==> src/rtl/fgc_pkg.sv <==
package fgc_pkg;

  // Window selection codes
  typedef enum logic [1:0] {
    SEL_MICRO    = 2'd0,
    SEL_MILLI    = 2'd1,
    SEL_UNIT     = 2'd2,
    SEL_UNIT_ALT = 2'd3
  } fgc_sel_e;

  // Strobes from window control to the datapath
  typedef struct packed {
    logic winOpen;   // a measurement window is running this cycle
    logic winClose;  // last cycle of the current window
  } fgc_strobe_t;

endpackage

==> src/rtl/fgc_edge_sync.sv <==
module fgc_edge_sync #(
  parameter int SYNC_STAGES = 2
) (
  input  logic clk,
  input  logic rstN,
  input  logic sigIn,
  output logic edgePulse
);

  logic [SYNC_STAGES-1:0] syncChain;
  logic                   prevLevel;

  always_ff @(posedge clk or negedge rstN) begin
    if (!rstN) begin
      syncChain <= '0;
      prevLevel <= 1'b0;
    end else begin
      syncChain <= {syncChain[SYNC_STAGES-2:0], sigIn};
      prevLevel <= syncChain[SYNC_STAGES-1];
    end
  end

  assign edgePulse = syncChain[SYNC_STAGES-1] & ~prevLevel;


  edge_once_chk: assert property (@(posedge clk) disable iff (!rstN)
    edgePulse |=> !edgePulse);

endmodule

==> src/rtl/fgc_window_ctrl.sv <==
module fgc_window_ctrl
  import fgc_pkg::*;
#(
  parameter int WIN_US_CYC = 100,
  parameter int WIN_MS_CYC = 100_000,
  parameter int WIN_S_CYC  = 100_000_000
) (
  input  logic        clk,
  input  logic        rstN,
  input  logic [1:0]  winSel,
  output fgc_strobe_t strobes
);

  localparam int MAX_LEN = (WIN_S_CYC > WIN_MS_CYC)
                         ? ((WIN_S_CYC > WIN_US_CYC) ? WIN_S_CYC : WIN_US_CYC)
                         : ((WIN_MS_CYC > WIN_US_CYC) ? WIN_MS_CYC : WIN_US_CYC);
  localparam int TMR_W = $clog2(MAX_LEN + 1);

  fgc_sel_e         activeSel;
  logic             started;
  logic [TMR_W-1:0] timer;
  logic [TMR_W-1:0] lastIdx;
  logic             lastCycle;

  // Terminal timer value for the selection that is in force
  always_comb begin
    unique case (activeSel)
      SEL_MICRO: lastIdx = TMR_W'(WIN_US_CYC - 1);
      SEL_MILLI: lastIdx = TMR_W'(WIN_MS_CYC - 1);
      default:   lastIdx = TMR_W'(WIN_S_CYC - 1);
    endcase
  end

  assign lastCycle = started && (timer == lastIdx);

  always_ff @(posedge clk or negedge rstN) begin
    if (!rstN) begin
      activeSel <= SEL_MICRO;
      started   <= 1'b0;
      timer     <= '0;
    end else if (!started) begin
      // first window: take the selection and open
      activeSel <= fgc_sel_e'(winSel);
      started   <= 1'b1;
      timer     <= '0;
    end else if (lastCycle) begin
      // selection sampled only at the boundary
      activeSel <= fgc_sel_e'(winSel);
      timer     <= '0;
    end else begin
      timer     <= timer + 1'b1;
    end
  end

  assign strobes.winOpen  = started;
  assign strobes.winClose = lastCycle;


  timer_range_chk: assert property (@(posedge clk) disable iff (!rstN)
    timer <= lastIdx);


  sel_hold_chk: assert property (@(posedge clk) disable iff (!rstN)
    (started && !lastCycle) |=> $stable(activeSel));

endmodule

==> src/rtl/fgc_datapath.sv <==
module fgc_datapath
  import fgc_pkg::*;
#(
  parameter int CNT_W = 32
) (
  input  logic             clk,
  input  logic             rstN,
  input  fgc_strobe_t      strobes,
  input  logic             edgePulse,
  output logic [CNT_W-1:0] result,
  output logic             resultValid,
  output logic             resultOvf
);

  logic [CNT_W-1:0] runCnt;
  logic             runOvf;
  logic             hit;
  logic             atMax;
  logic [CNT_W-1:0] cntNext;
  logic             ovfNext;

  assign hit     = strobes.winOpen && edgePulse;
  assign atMax   = &runCnt;
  assign cntNext = (hit && !atMax) ? runCnt + 1'b1 : runCnt;
  assign ovfNext = runOvf | (hit && atMax);

  always_ff @(posedge clk or negedge rstN) begin
    if (!rstN) begin
      runCnt      <= '0;
      runOvf      <= 1'b0;
      result      <= '0;
      resultOvf   <= 1'b0;
      resultValid <= 1'b0;
    end else if (strobes.winClose) begin
      result      <= cntNext;
      resultOvf   <= ovfNext;
      resultValid <= 1'b1;
      runCnt      <= '0;
      runOvf      <= 1'b0;
    end else begin
      resultValid <= 1'b0;
      runCnt      <= cntNext;
      runOvf      <= ovfNext;
    end
  end


  valid_pulse_chk: assert property (@(posedge clk) disable iff (!rstN)
    resultValid |=> !resultValid);


  result_hold_chk: assert property (@(posedge clk) disable iff (!rstN)
    !resultValid |-> ($stable(result) && $stable(resultOvf)));


  ovf_sat_chk: assert property (@(posedge clk) disable iff (!rstN)
    resultOvf |-> (&result));


  cnt_clear_chk: assert property (@(posedge clk) disable iff (!rstN)
    strobes.winClose |=> (runCnt == '0 && !runOvf));

endmodule

==> src/rtl/gated_freq_counter.sv <==
module gated_freq_counter
  import fgc_pkg::*;
#(
  parameter int CNT_W      = 32,
  parameter int WIN_US_CYC = 100,
  parameter int WIN_MS_CYC = 100_000,
  parameter int WIN_S_CYC  = 100_000_000
) (
  input  logic             clk,
  input  logic             rstN,
  input  logic             sigIn,
  input  logic [1:0]       winSel,
  output logic [CNT_W-1:0] count,
  output logic             resultValid,
  output logic             overflow
);

  fgc_strobe_t strobes;
  logic        edgePulse;

  fgc_edge_sync #(.SYNC_STAGES(2)) u_sync (
    .clk       (clk),
    .rstN      (rstN),
    .sigIn     (sigIn),
    .edgePulse (edgePulse)
  );

  fgc_window_ctrl #(
    .WIN_US_CYC (WIN_US_CYC),
    .WIN_MS_CYC (WIN_MS_CYC),
    .WIN_S_CYC  (WIN_S_CYC)
  ) u_ctrl (
    .clk     (clk),
    .rstN    (rstN),
    .winSel  (winSel),
    .strobes (strobes)
  );

  fgc_datapath #(.CNT_W(CNT_W)) u_dp (
    .clk         (clk),
    .rstN        (rstN),
    .strobes     (strobes),
    .edgePulse   (edgePulse),
    .result      (count),
    .resultValid (resultValid),
    .resultOvf   (overflow)
  );

endmodule

==> config.mk <==
export PLATFORM = sky130hd
export DESIGN_NAME = gated_freq_counter
export DESIGN_NICKNAME = d
export VERILOG_FILES = /design/src/rtl/fgc_pkg.sv /design/src/rtl/fgc_edge_sync.sv /design/src/rtl/fgc_window_ctrl.sv /design/src/rtl/fgc_datapath.sv /design/src/rtl/gated_freq_counter.sv
export SDC_FILE = /design/constraint.sdc
export NUM_CORES = 1
export LEC_CHECK = 0
export BUFFER_PORTS_ARGS = -buffer_cell sky130_fd_sc_hd__buf_4
export CAP_MARGIN = 20
export CORE_AREA = 2 2 78 117
export CTS_BUF_LIST = sky130_fd_sc_hd__clkbuf_16
export CTS_CLUSTER_DIAMETER = 50
export DETAILED_ROUTE_END_ITERATION = 12
export DIE_AREA = 0 0 80 119
export PLACE_DENSITY = 0.73
export SLEW_MARGIN = 20
export SYNTH_ARGS = -nofsm -noshare
export SYNTH_HDL_FRONTEND = slang
export SYNTH_SLANG_ARGS = --single-unit
==> constraint.sdc <==
create_clock -name clk -period 2.6 [get_ports clk]
set_clock_uncertainty 0.1 [all_clocks]
set_input_delay 0.13 -clock clk [delete_from_list [all_inputs] [get_ports clk]]
set_output_delay 0.13 -clock clk [all_outputs]
set_load 0.005 [all_outputs]
## Yosys cells after proc, flatten, opt, wreduce, memory -nomap -nowiden

Index checks and enable logic that the tools add are counted.

- Register bits: 100
- Input port bits: 5
- Word-level logic and storage cells: 34

- Add/subtract/negate cells: 2
- Eq/ne operators: 3
- Multiplexer cells: 9
- Bitwise operators: 3
- Reduce and logical (&&, ||, !) cells: 7

Operators by type and width:

| cell | number |
|---|---|
| $mux W32 | 2 |
| $mux W27 | 2 |
| $pmux W27 S2 | 1 |
| $add A32 B1 Y32 const B | 1 |
| $reduce_and A32 Y1 | 1 |
| $add A27 B1 Y27 const B | 1 |
| $eq A27 B27 Y1 | 1 |
| $logic_and A1 B1 Y1 | 4 |
| $mux W2 | 2 |
| $eq A2 B1 Y1 const B | 1 |
| $logic_not A2 Y1 | 1 |
| $mux W1 | 2 |
| $ne A2 B2 Y1 const B | 1 |
| $and A1 B1 Y1 | 1 |
| $logic_not A1 Y1 | 1 |
| $not A1 Y1 | 1 |
| $or A1 B1 Y1 | 1 |

## Longest topological paths before layout

Gate-level depths: netlist of run 1.

- Depth after elaboration: 6
- Gate-level depth with buffers: 9

## Hierarchy

Synthesis of run 1 repeated with hierarchy kept, for this count alone.

- Cell total of the unflattened synthesis: 477
- Area, all modules: 4789.6 sq um

By module, submodules not included:

| module | instances | cells each | area an instance (sq um) |
|---|---|---|---|
| fgc_datapath | 1 | 307 | 3103.0 |
| fgc_window_ctrl | 1 | 166 | 1597.8 |
| fgc_edge_sync | 1 | 4 | 88.8 |

## Least setup slack after synthesis of run 1

Ideal clock, no wire load.

- Path kind: flip-flop to flip-flop
- Start point: reg u_ctrl.timer[21]
- End point: reg u_ctrl.activeSel[0]
- Library setup time: 125 ps
- Arrival time: 1881 ps
- Data required time: 2375 ps
- Path slack: 494 ps
- Cell stages (with the launch flop): 7
- Buffers on the path: 0
- Path through: dfrtp_1 nand4_1 or3_1 a22oi_1 nand3b_1 nand2_2 mux2_2

- Cells in the longest elaborated chain, start to end: 3

RTL lines:

| what | RTL line | text |
|---|---|---|
| start: declaration | fgc_window_ctrl.sv:21 | `logic [TMR_W-1:0] timer;` |
| start signal: assignment | fgc_window_ctrl.sv:51 | `timer <= timer + 1'b1;` |
| $eq A27 B27 Y1 | fgc_window_ctrl.sv:34 | `assign lastCycle = started && (timer == lastIdx);` |
| $logic_and A1 B1 Y1 | fgc_window_ctrl.sv:34 |  |
| $ne A2 B2 Y1 (no source line) | -- |  |
| end signal: assignment | fgc_window_ctrl.sv:43 | `activeSel <= fgc_sel_e'(winSel);` |
| end signal: assignment | fgc_window_ctrl.sv:48 | `activeSel <= fgc_sel_e'(winSel);` |
| end: declaration | fgc_window_ctrl.sv:19 | `fgc_sel_e activeSel;` |

Every way passes these cells.
A chain may end at the register's enable or synchronous reset.

## Worst setup path after layout of run 1

Same ends and word-level chain as after synthesis.

==> summary.txt, run 1 <==
STA
  • Hold slack: 0.2071 ns
  • Tmin final: 2.342 ns
  • RSZ-0062 raised after global routing: no
  • Setup violators final: 0
  • Slew headroom: 63.63%
  • Fin. Hold Viols: 0
  • Worst Slack Setup Final: 0.2577 ns
  • Final max-slew violation count: 0
  • Max Fclk: 426.9 MHz
  • Final period util: 90.09%
  • Setup TNS: 0 ns
  • Worst Max-Slew Pin Slew: 0.5426 ns

Final layout
  • Layout cells sized above 1: 14.65%
  • Fill cells: 756
  • Diode count: 0
  • Final net count: 514
  • Area delta synth->final: 16.60%

Hold path
  • Worst hold path type: in -> async

Clock network
  • CTS tree: done
  • Total setup buffers inserted after CTS: 0
  • CTS sink count: 100
  • CTS buffer count: 9
  • Worst-path clk slew: 0.06 ns
  • Root Driver: clkbuf_16
  • Clock Latency Late Sink: 0.34 ns
  • Max H-tree Level: 3
  • Clock Path Buffers: 2

Power
  • Leak pwr: 0.002412 uW
  • Worst VDD drop: 0.0003818 V
  • PD cells: 574.3 nW/um^2

Yosys
  • Synth top area cells: dfrtp_1, nor2_1, xnor2_1
  • Synthesized area: 4597 sq um
  • Synth Instances: 461
  • Yosys top cell area share: 54.44%
  • Top_reg_cell synth: dfrtp_1
  • Async set-reset flop share out of synthesis: 100.0%
  • Register area share after synthesis: 54.44%
  • EDFF count, synth: 0
  • Yosys Warn Count: 0
  • Syn nets: 468
  • Largest area contributor in the netlist: dfrtp_1
  • FF+latch count, synth: 100
  • Unique cell type count in the Yosys netlist: 45
  • Avg Synthesized Cell Area: 9.972 sq um

Floorplanning
  • # rows: 42
  • Die Wd: 80 um
  • Die Area: 9520 sq um
  • Initial Util: 53.34%
  • # IOs: 39
  • Core Region: 8618 sq um
  • Chip height: 119 um

Place
  • Worst slack at placement: 0.1401 ns
  • Final GP Congestion: 0.8913
  • Post-DP HPWL: 6.557 mm
  • Count of buffers from port buffering: 38

Route
  • Number of remaining DRC errors: 0
  • TritonRoute pass-1 iters: 4
  • WL/cell: 14.75 um
  • Total via count in the routed design: 3432
  • ANT nets after route: 0
  • Iter 0 DRT Violations: 172
  • Final wirelength: 9.174 mm
  • Routed vias/inst: 5.518

Setup path
  • Crit end category: register
  • Crit-path max FO: 5
  • CP Launch Point: u_ctrl.timer[21]
  • Startpoint Class: register
  • Critical path arrival: 2.47 ns
  • Setup CP Type: reg -> reg
  • Reg-to-Reg Start: u_ctrl.timer[21]
  • CP required: 2.73 ns

Global routing
  • Pin count of the biggest net entering global routing: 60
  • GRT Total Usage: 21.40%
  • Total grt overflow: 0
  • First-pass GRT wire length: 15.96 mm
  • Number of global-route vias before repair: 3529
  • Initial antenna violation count: 0

Outcome
  • Status: finished clean

Flow run
  • Max-Cap Viols: 0
cell usage after synthesis (all sizes together), types with 2 or more instances:
| cell | instances |
|---|---|
| nor3 | 13 |
| mux2 | 2 |
| xor2 | 25 |
| nand4 | 11 |
| and4 | 8 |
| a21oi | 7 |
| clkbuf | 8 |
| a211oi | 2 |
| nand2 | 48 |
| a22oi | 2 |
| nand4b | 3 |
| or3 | 4 |
| and2 | 6 |
| nor4b | 3 |
| dfrtp | 100 |
| and3 | 9 |
| ha | 2 |
| o21ai | 29 |
| nand3b | 2 |
| nor2 | 75 |
| nand3 | 23 |
| buf | 11 |
| nor4 | 16 |
| or3b | 2 |
| inv | 10 |
| xnor2 | 31 |
kinds of logic (layout without fill, tap and decap cells):
logic type	count (synthesis)	count (layout)	synth area share, %
fa+ha+maj	2	2	0.5443
compound gates	44	44	5.280
buf+inv	29	80	2.885
flops	100	100	54.44
simple gates	226	226	25.40
mux	3	3	0.7076
other cells	1	1	0.08158
xor+xnor	56	56	10.67
routing by layer:
layer	track usage, %	part of all wire (%)	wire, um	up-vias
met3	3.182	2.1	193	23
met2	37.55	54	4950	45
met5	0	0	0	-
li1	-	-	-	1671
met1	24.15	41	3737	1693
met4	12.18	3.2	293	0
final timing paths:
path,endpoint,slack [ns],depth (start not counted)
max in group asynchronous,u_dp.result[4],1.50,3
min,u_dp.result[30],0.21,2
min in group clk,u_sync.syncChain[1],0.25,0
max reg2reg,u_ctrl.activeSel[0],0.26,6
min reg2reg,u_sync.syncChain[1],0.25,0
max,u_ctrl.activeSel[0],0.26,6
layout by cell type, fill, tap and decap left out, types with 11 or more instances in the layout:
cell type  instances
dfrtp_1          100
nor2_1            74
nand2_1           47
buf_4             47
xnor2_1           31
o21ai_0           26
xor2_1            25
nand3_1           23
nor4_1            15
nor3_1            11
inv_1             11
nand4_1           11
state kept, by name, summed over array words and instances, names as in the netlist:
name / cells
u_dp.runCnt: 32
u_ctrl.started: 1
u_dp.resultOvf: 1
u_dp.runOvf: 1
u_sync.prevLevel: 1
u_ctrl.activeSel: 2
u_dp.result: 32
u_ctrl.timer: 27
u_sync.syncChain: 2
u_dp.resultValid: 1
through the flow:
stage               utilization, %  cells  total power [uW]  area (sq um)
floorplan                        -    461              1811          4597
global placement             58.62    602              1908          5052
detailed placement           58.62    602              1922          5052
CTS                          62.11    622              3114          5353
global route                 62.20    622              3206          5360
finish                       62.20    622              3079          5360
final cells by class:
type	instances	area [sq um]	area share, %
well taps	110	137.6	2.568
multi-input cells	332	1969	36.74
inverters	10	37.54	0.7003
clock buffers	9	225.2	4.202
repair buffers	54	452.9	8.450
flip-flops and latches	100	2502	46.69
clock inverters	7	35.03	0.6536
power by group:
part,internal [uW],switching (uW)
clock,633,546
combinational,100,145
sequential,1600,55.0
total,2330,746
worst max-delay path, cell delays in order, from the launching register on:
cell and delay, ns:
dfrtp_1 0.43, nand4_1 0.20, or3_1 0.39, a22oi_1 0.31
nand3b_1 0.24, nand2_2 0.21, mux2_2 0.35
timing repair:
action	in CTS	in global routing
resized for setup	0	1
hold buffers	4	0
setup endpoints to repair	0	14
endpoints found under the hold margin	44	0
(Power assumes the default switching activity.)
==> inputs of run 2 (changes only) <==
--- a/config.mk
+++ b/config.mk
@@ -7,13 +7,14 @@
 export LEC_CHECK = 0
 export BUFFER_PORTS_ARGS = -buffer_cell sky130_fd_sc_hd__buf_4
 export CAP_MARGIN = 20
-export CORE_AREA = 2 2 78 117
+export CORE_AREA = 2 2 80 120
 export CTS_BUF_LIST = sky130_fd_sc_hd__clkbuf_16
 export CTS_CLUSTER_DIAMETER = 50
 export DETAILED_ROUTE_END_ITERATION = 12
-export DIE_AREA = 0 0 80 119
-export PLACE_DENSITY = 0.73
+export DIE_AREA = 0 0 82 122
+export PLACE_DENSITY = 0.72
 export SLEW_MARGIN = 20
 export SYNTH_ARGS = -nofsm -noshare
 export SYNTH_HDL_FRONTEND = slang
+export SYNTH_HIERARCHICAL = 1
 export SYNTH_SLANG_ARGS = --single-unit
==> run 2 against run 1 <==
  * Synthesized cell count increased by 3.5%
  * Worst hold slack got worse by 0.022 ns
  * Sequential power about the same
  * Cell area increased by 4.7%
  * Clock-buffer cell count unchanged
  * Via count is 8.4% higher
  * Die area up 5.1%
  * Power decreased by 0.99%
  * Combinational power down 27%
  * Sequential cell count unchanged
  * Largest cell class unchanged
==> summary.txt, run 2 <==
Outcome
  • Status: finished clean

Clock network
  • Resized Gates After CTS: 0
  • CTS buffer count: 9
  • Root Driver: clkbuf_16
  • CTS sink count: 100
  • Clock Path Buffers: 2
  • Clock Latency Late Sink: 0.35 ns
  • Max H-tree Level: 3
  • CTS tree: done
  • Worst-path clk slew: 0.07 ns

Setup path
  • Critical Path Max Stage Delay: 0.46 ns
  • Setup CP Type: reg -> reg
  • CP Launch Point: u_ctrl/timer[0]
  • Worst path slowest cell: or4b_1
  • CP required: 2.77 ns
  • Crit-path cells: ha_1 -> or4b_1 -> nor4_2 -> o2111ai_1 -> nor3b_2 -> buf_4 -> buf_12 -> nor2_1 -> a21oi_1
  • Crit-path max FO: 33
  • Reg-to-Reg Start: u_ctrl/timer[0]
  • Critical path arrival: 2.54 ns
  • Crit end category: register
  • Startpoint Class: register

Route
  • Number of remaining DRC errors: 0
  • Total via count in the routed design: 3722
  • WL/cell: 15.63 um
  • TritonRoute pass-1 iters: 4
  • ANT nets after route: 0
  • Iter 0 DRT Violations: 191
  • Final wirelength: 10.02 mm
  • Routed vias/inst: 5.807

STA
  • Final max-slew violation count: 0
  • Slew headroom: 64.12%
  • Fin. Hold Viols: 0
  • Max Fclk: 422.2 MHz
  • Tmin final: 2.368 ns
  • Setup TNS: 0 ns
  • Final period util: 91.09%
  • RSZ-0062 raised after global routing: no
  • Worst Max-Slew Pin Slew: 0.5247 ns
  • Setup violators final: 0

Final layout
  • Commonest non-fill, non-tap cells in the layout: dfrtp_1, nor2_1, buf_4
  • Layout cells sized above 1: 16.82%
  • Diode count: 0
  • Final Cell Area: 5613 sq um
  • Area delta synth->final: 17.19%
  • Final net count: 531
  • Most common cell after layout, fill and taps aside: dfrtp_1
  • Top flop regs: u_dp/result: 32 flops, u_dp/runCnt: 32 flops, u_ctrl/timer: 27 flops
  • Fin cells: 641

Power
  • Share of power burned in registers: 54.3%
  • Combinational fraction of design power: 5.9%
  • Sw frac: 24.01%
  • PD cells: 543.1 nW/um^2
  • P_int: 2316 uW
  • Switching power: 731.7 uW
  • Worst VDD drop: 0.0003916 V
  • Clk pwr share: 39.8%
  • Leak pwr: 0.002422 uW

Floorplanning
  • # IOs: 39
  • Die Area: 10000 sq um
  • Die Wd: 82 um
  • Core Region: 9039 sq um
  • Chip height: 122 um
  • Initial Util: 52.99%
  • # rows: 43

Yosys
  • Yosys Warn Count: 6
  • EDFF count, synth: 0
  • Register area share after synthesis: 52.25%
  • Async set-reset flop share out of synthesis: 100.0%
  • Unique cell type count in the Yosys netlist: 54
  • Largest area contributor in the netlist: dfrtp_1
  • Synth Instances: 477
  • Syn nets: 484
  • Synth top area cells: dfrtp_1, xnor2_1, nor2_1
  • Synthesized area: 4790 sq um
  • Yosys top cell area share: 52.25%
  • Top cells by count, synth: dfrtp_1, nor2_1, xnor2_1
  • Top_reg_cell synth: dfrtp_1
  • Avg Synthesized Cell Area: 10.04 sq um
  • Most frequent cell after synthesis: dfrtp_1
  • FF+latch count, synth: 100

Flow run
  • Max-Cap Viols: 0

Global routing
  • GRT Total Usage: 21.93%
  • Initial antenna violation count: 0
  • Pin count of the biggest net entering global routing: 66
  • Number of global-route vias before repair: 3631
  • Total grt overflow: 0
  • First-pass GRT wire length: 16.88 mm

Place
  • Final GP Congestion: 0.8630
  • Placed insts: 621
  • Post-DP HPWL: 7.183 mm
  • Dpl cell area: 5305 sq um
  • Count of buffers from port buffering: 38

Hold path
  • Worst hold path type: in -> async
-- run 2: cell types whose count changed in the layout (fill, tap and decap cells not counted), moves of 11 or more --
| cell | delta |
|---|---|
| nand2_1 | -30 |
| a21oi_1 | +25 |
| o21ai_0 | -23 |
| xor2_1 | -17 |
| nor2_1 | +16 |
| a211oi_1 | +11 |
-- run 2: worst max-delay path: cells and delay by family (launching register included) --
kind,cells,cell delay [ns]
fa+ha+maj,1,0.20
compound gates,2,0.34
flops,1,0.42
simple gates,4,0.87
buf+inv,2,0.35
-- run 2: area by class of cell --
class	count	area (sq um)
Sequential cell	100	2502
Tap cell	112	140.1
Timing Repair Buffer	61	530.5
Inverter	12	45.04
Clock buffer	9	225.2
Multi-Input combinational cell	340	2127
Fill cell	752	3426
Clock inverter	7	42.54
-- run 2: logic make-up (layout without fill, tap and decap cells) --
family | Yosys count | after routing | synth area share (%)
AO/OA/AOI/OAI | 74 | 74 | 10.40
flip-flops | 100 | 100 | 52.25
multiplexers | 7 | 7 | 1.515
XOR/XNOR | 47 | 47 | 8.595
other | 1 | 1 | 0.07829
AND/OR/NAND/NOR | 209 | 209 | 23.01
buffers and inverters | 37 | 89 | 3.631
adder cells (fa/ha/maj) | 2 | 2 | 0.5224
-- run 2: power by group through the flow --
stage / logic [uW] / clock network, uW / registers [uW]
2_1_floorplan: 112 / 0 / 1670
3_3_place_gp: 171 / 0 / 1680
3_5_place_dp: 175 / 0 / 1680
4_1_cts: 182 / 1240 / 1660
5_1_grt: 204 / 1300 / 1660
6_report: 179 / 1210 / 1660
-- run 2: stage by stage --
step	worst slack, ns	hold slack, ns	power (uW)	util [%]
after floorplan	0.003821	-0.2656	1784	-
after global placement	0.3070	0.01290	1854	58.69
after detailed placement	0.2434	0.01700	1860	58.69
after CTS	0.2175	0.1950	3079	62.10
after global routing	0.04079	0.2358	3164	62.10
final	0.2317	0.1855	3048	62.10
-- run 2: worst paths after layout --
| kind | endpoint | slack (ns) | depth (start not counted) |
|---|---|---|---|
| max in group asynchronous | u_sync/prevLevel | 1.53 | 3 |
| min | u_dp/runCnt[26] | 0.19 | 2 |
| min in group clk | u_sync/syncChain[1] | 0.25 | 0 |
| min reg2reg | u_sync/syncChain[1] | 0.25 | 0 |
| max reg2reg | u_dp/result[0] | 0.23 | 9 |
| max | u_dp/result[0] | 0.23 | 9 |
-- run 2: timing repair --
action                                  in CTS  in global routing
setup buffers                                0                  0
endpoints found under the setup margin       0                  0
hold endpoints to repair                    38                  0
hold buffers                                 4                  0
-- run 2: metal layers --
layer / global-route usage (%) / vias up / share of wire (%)
met4: 10.73 / 0 / 3.2
met3: 3.704 / 26 / 2.8
li1: - / 1785 / -
met1: 26.16 / 1841 / 40
met5: 0 / - / 0
met2: 37.55 / 70 / 54
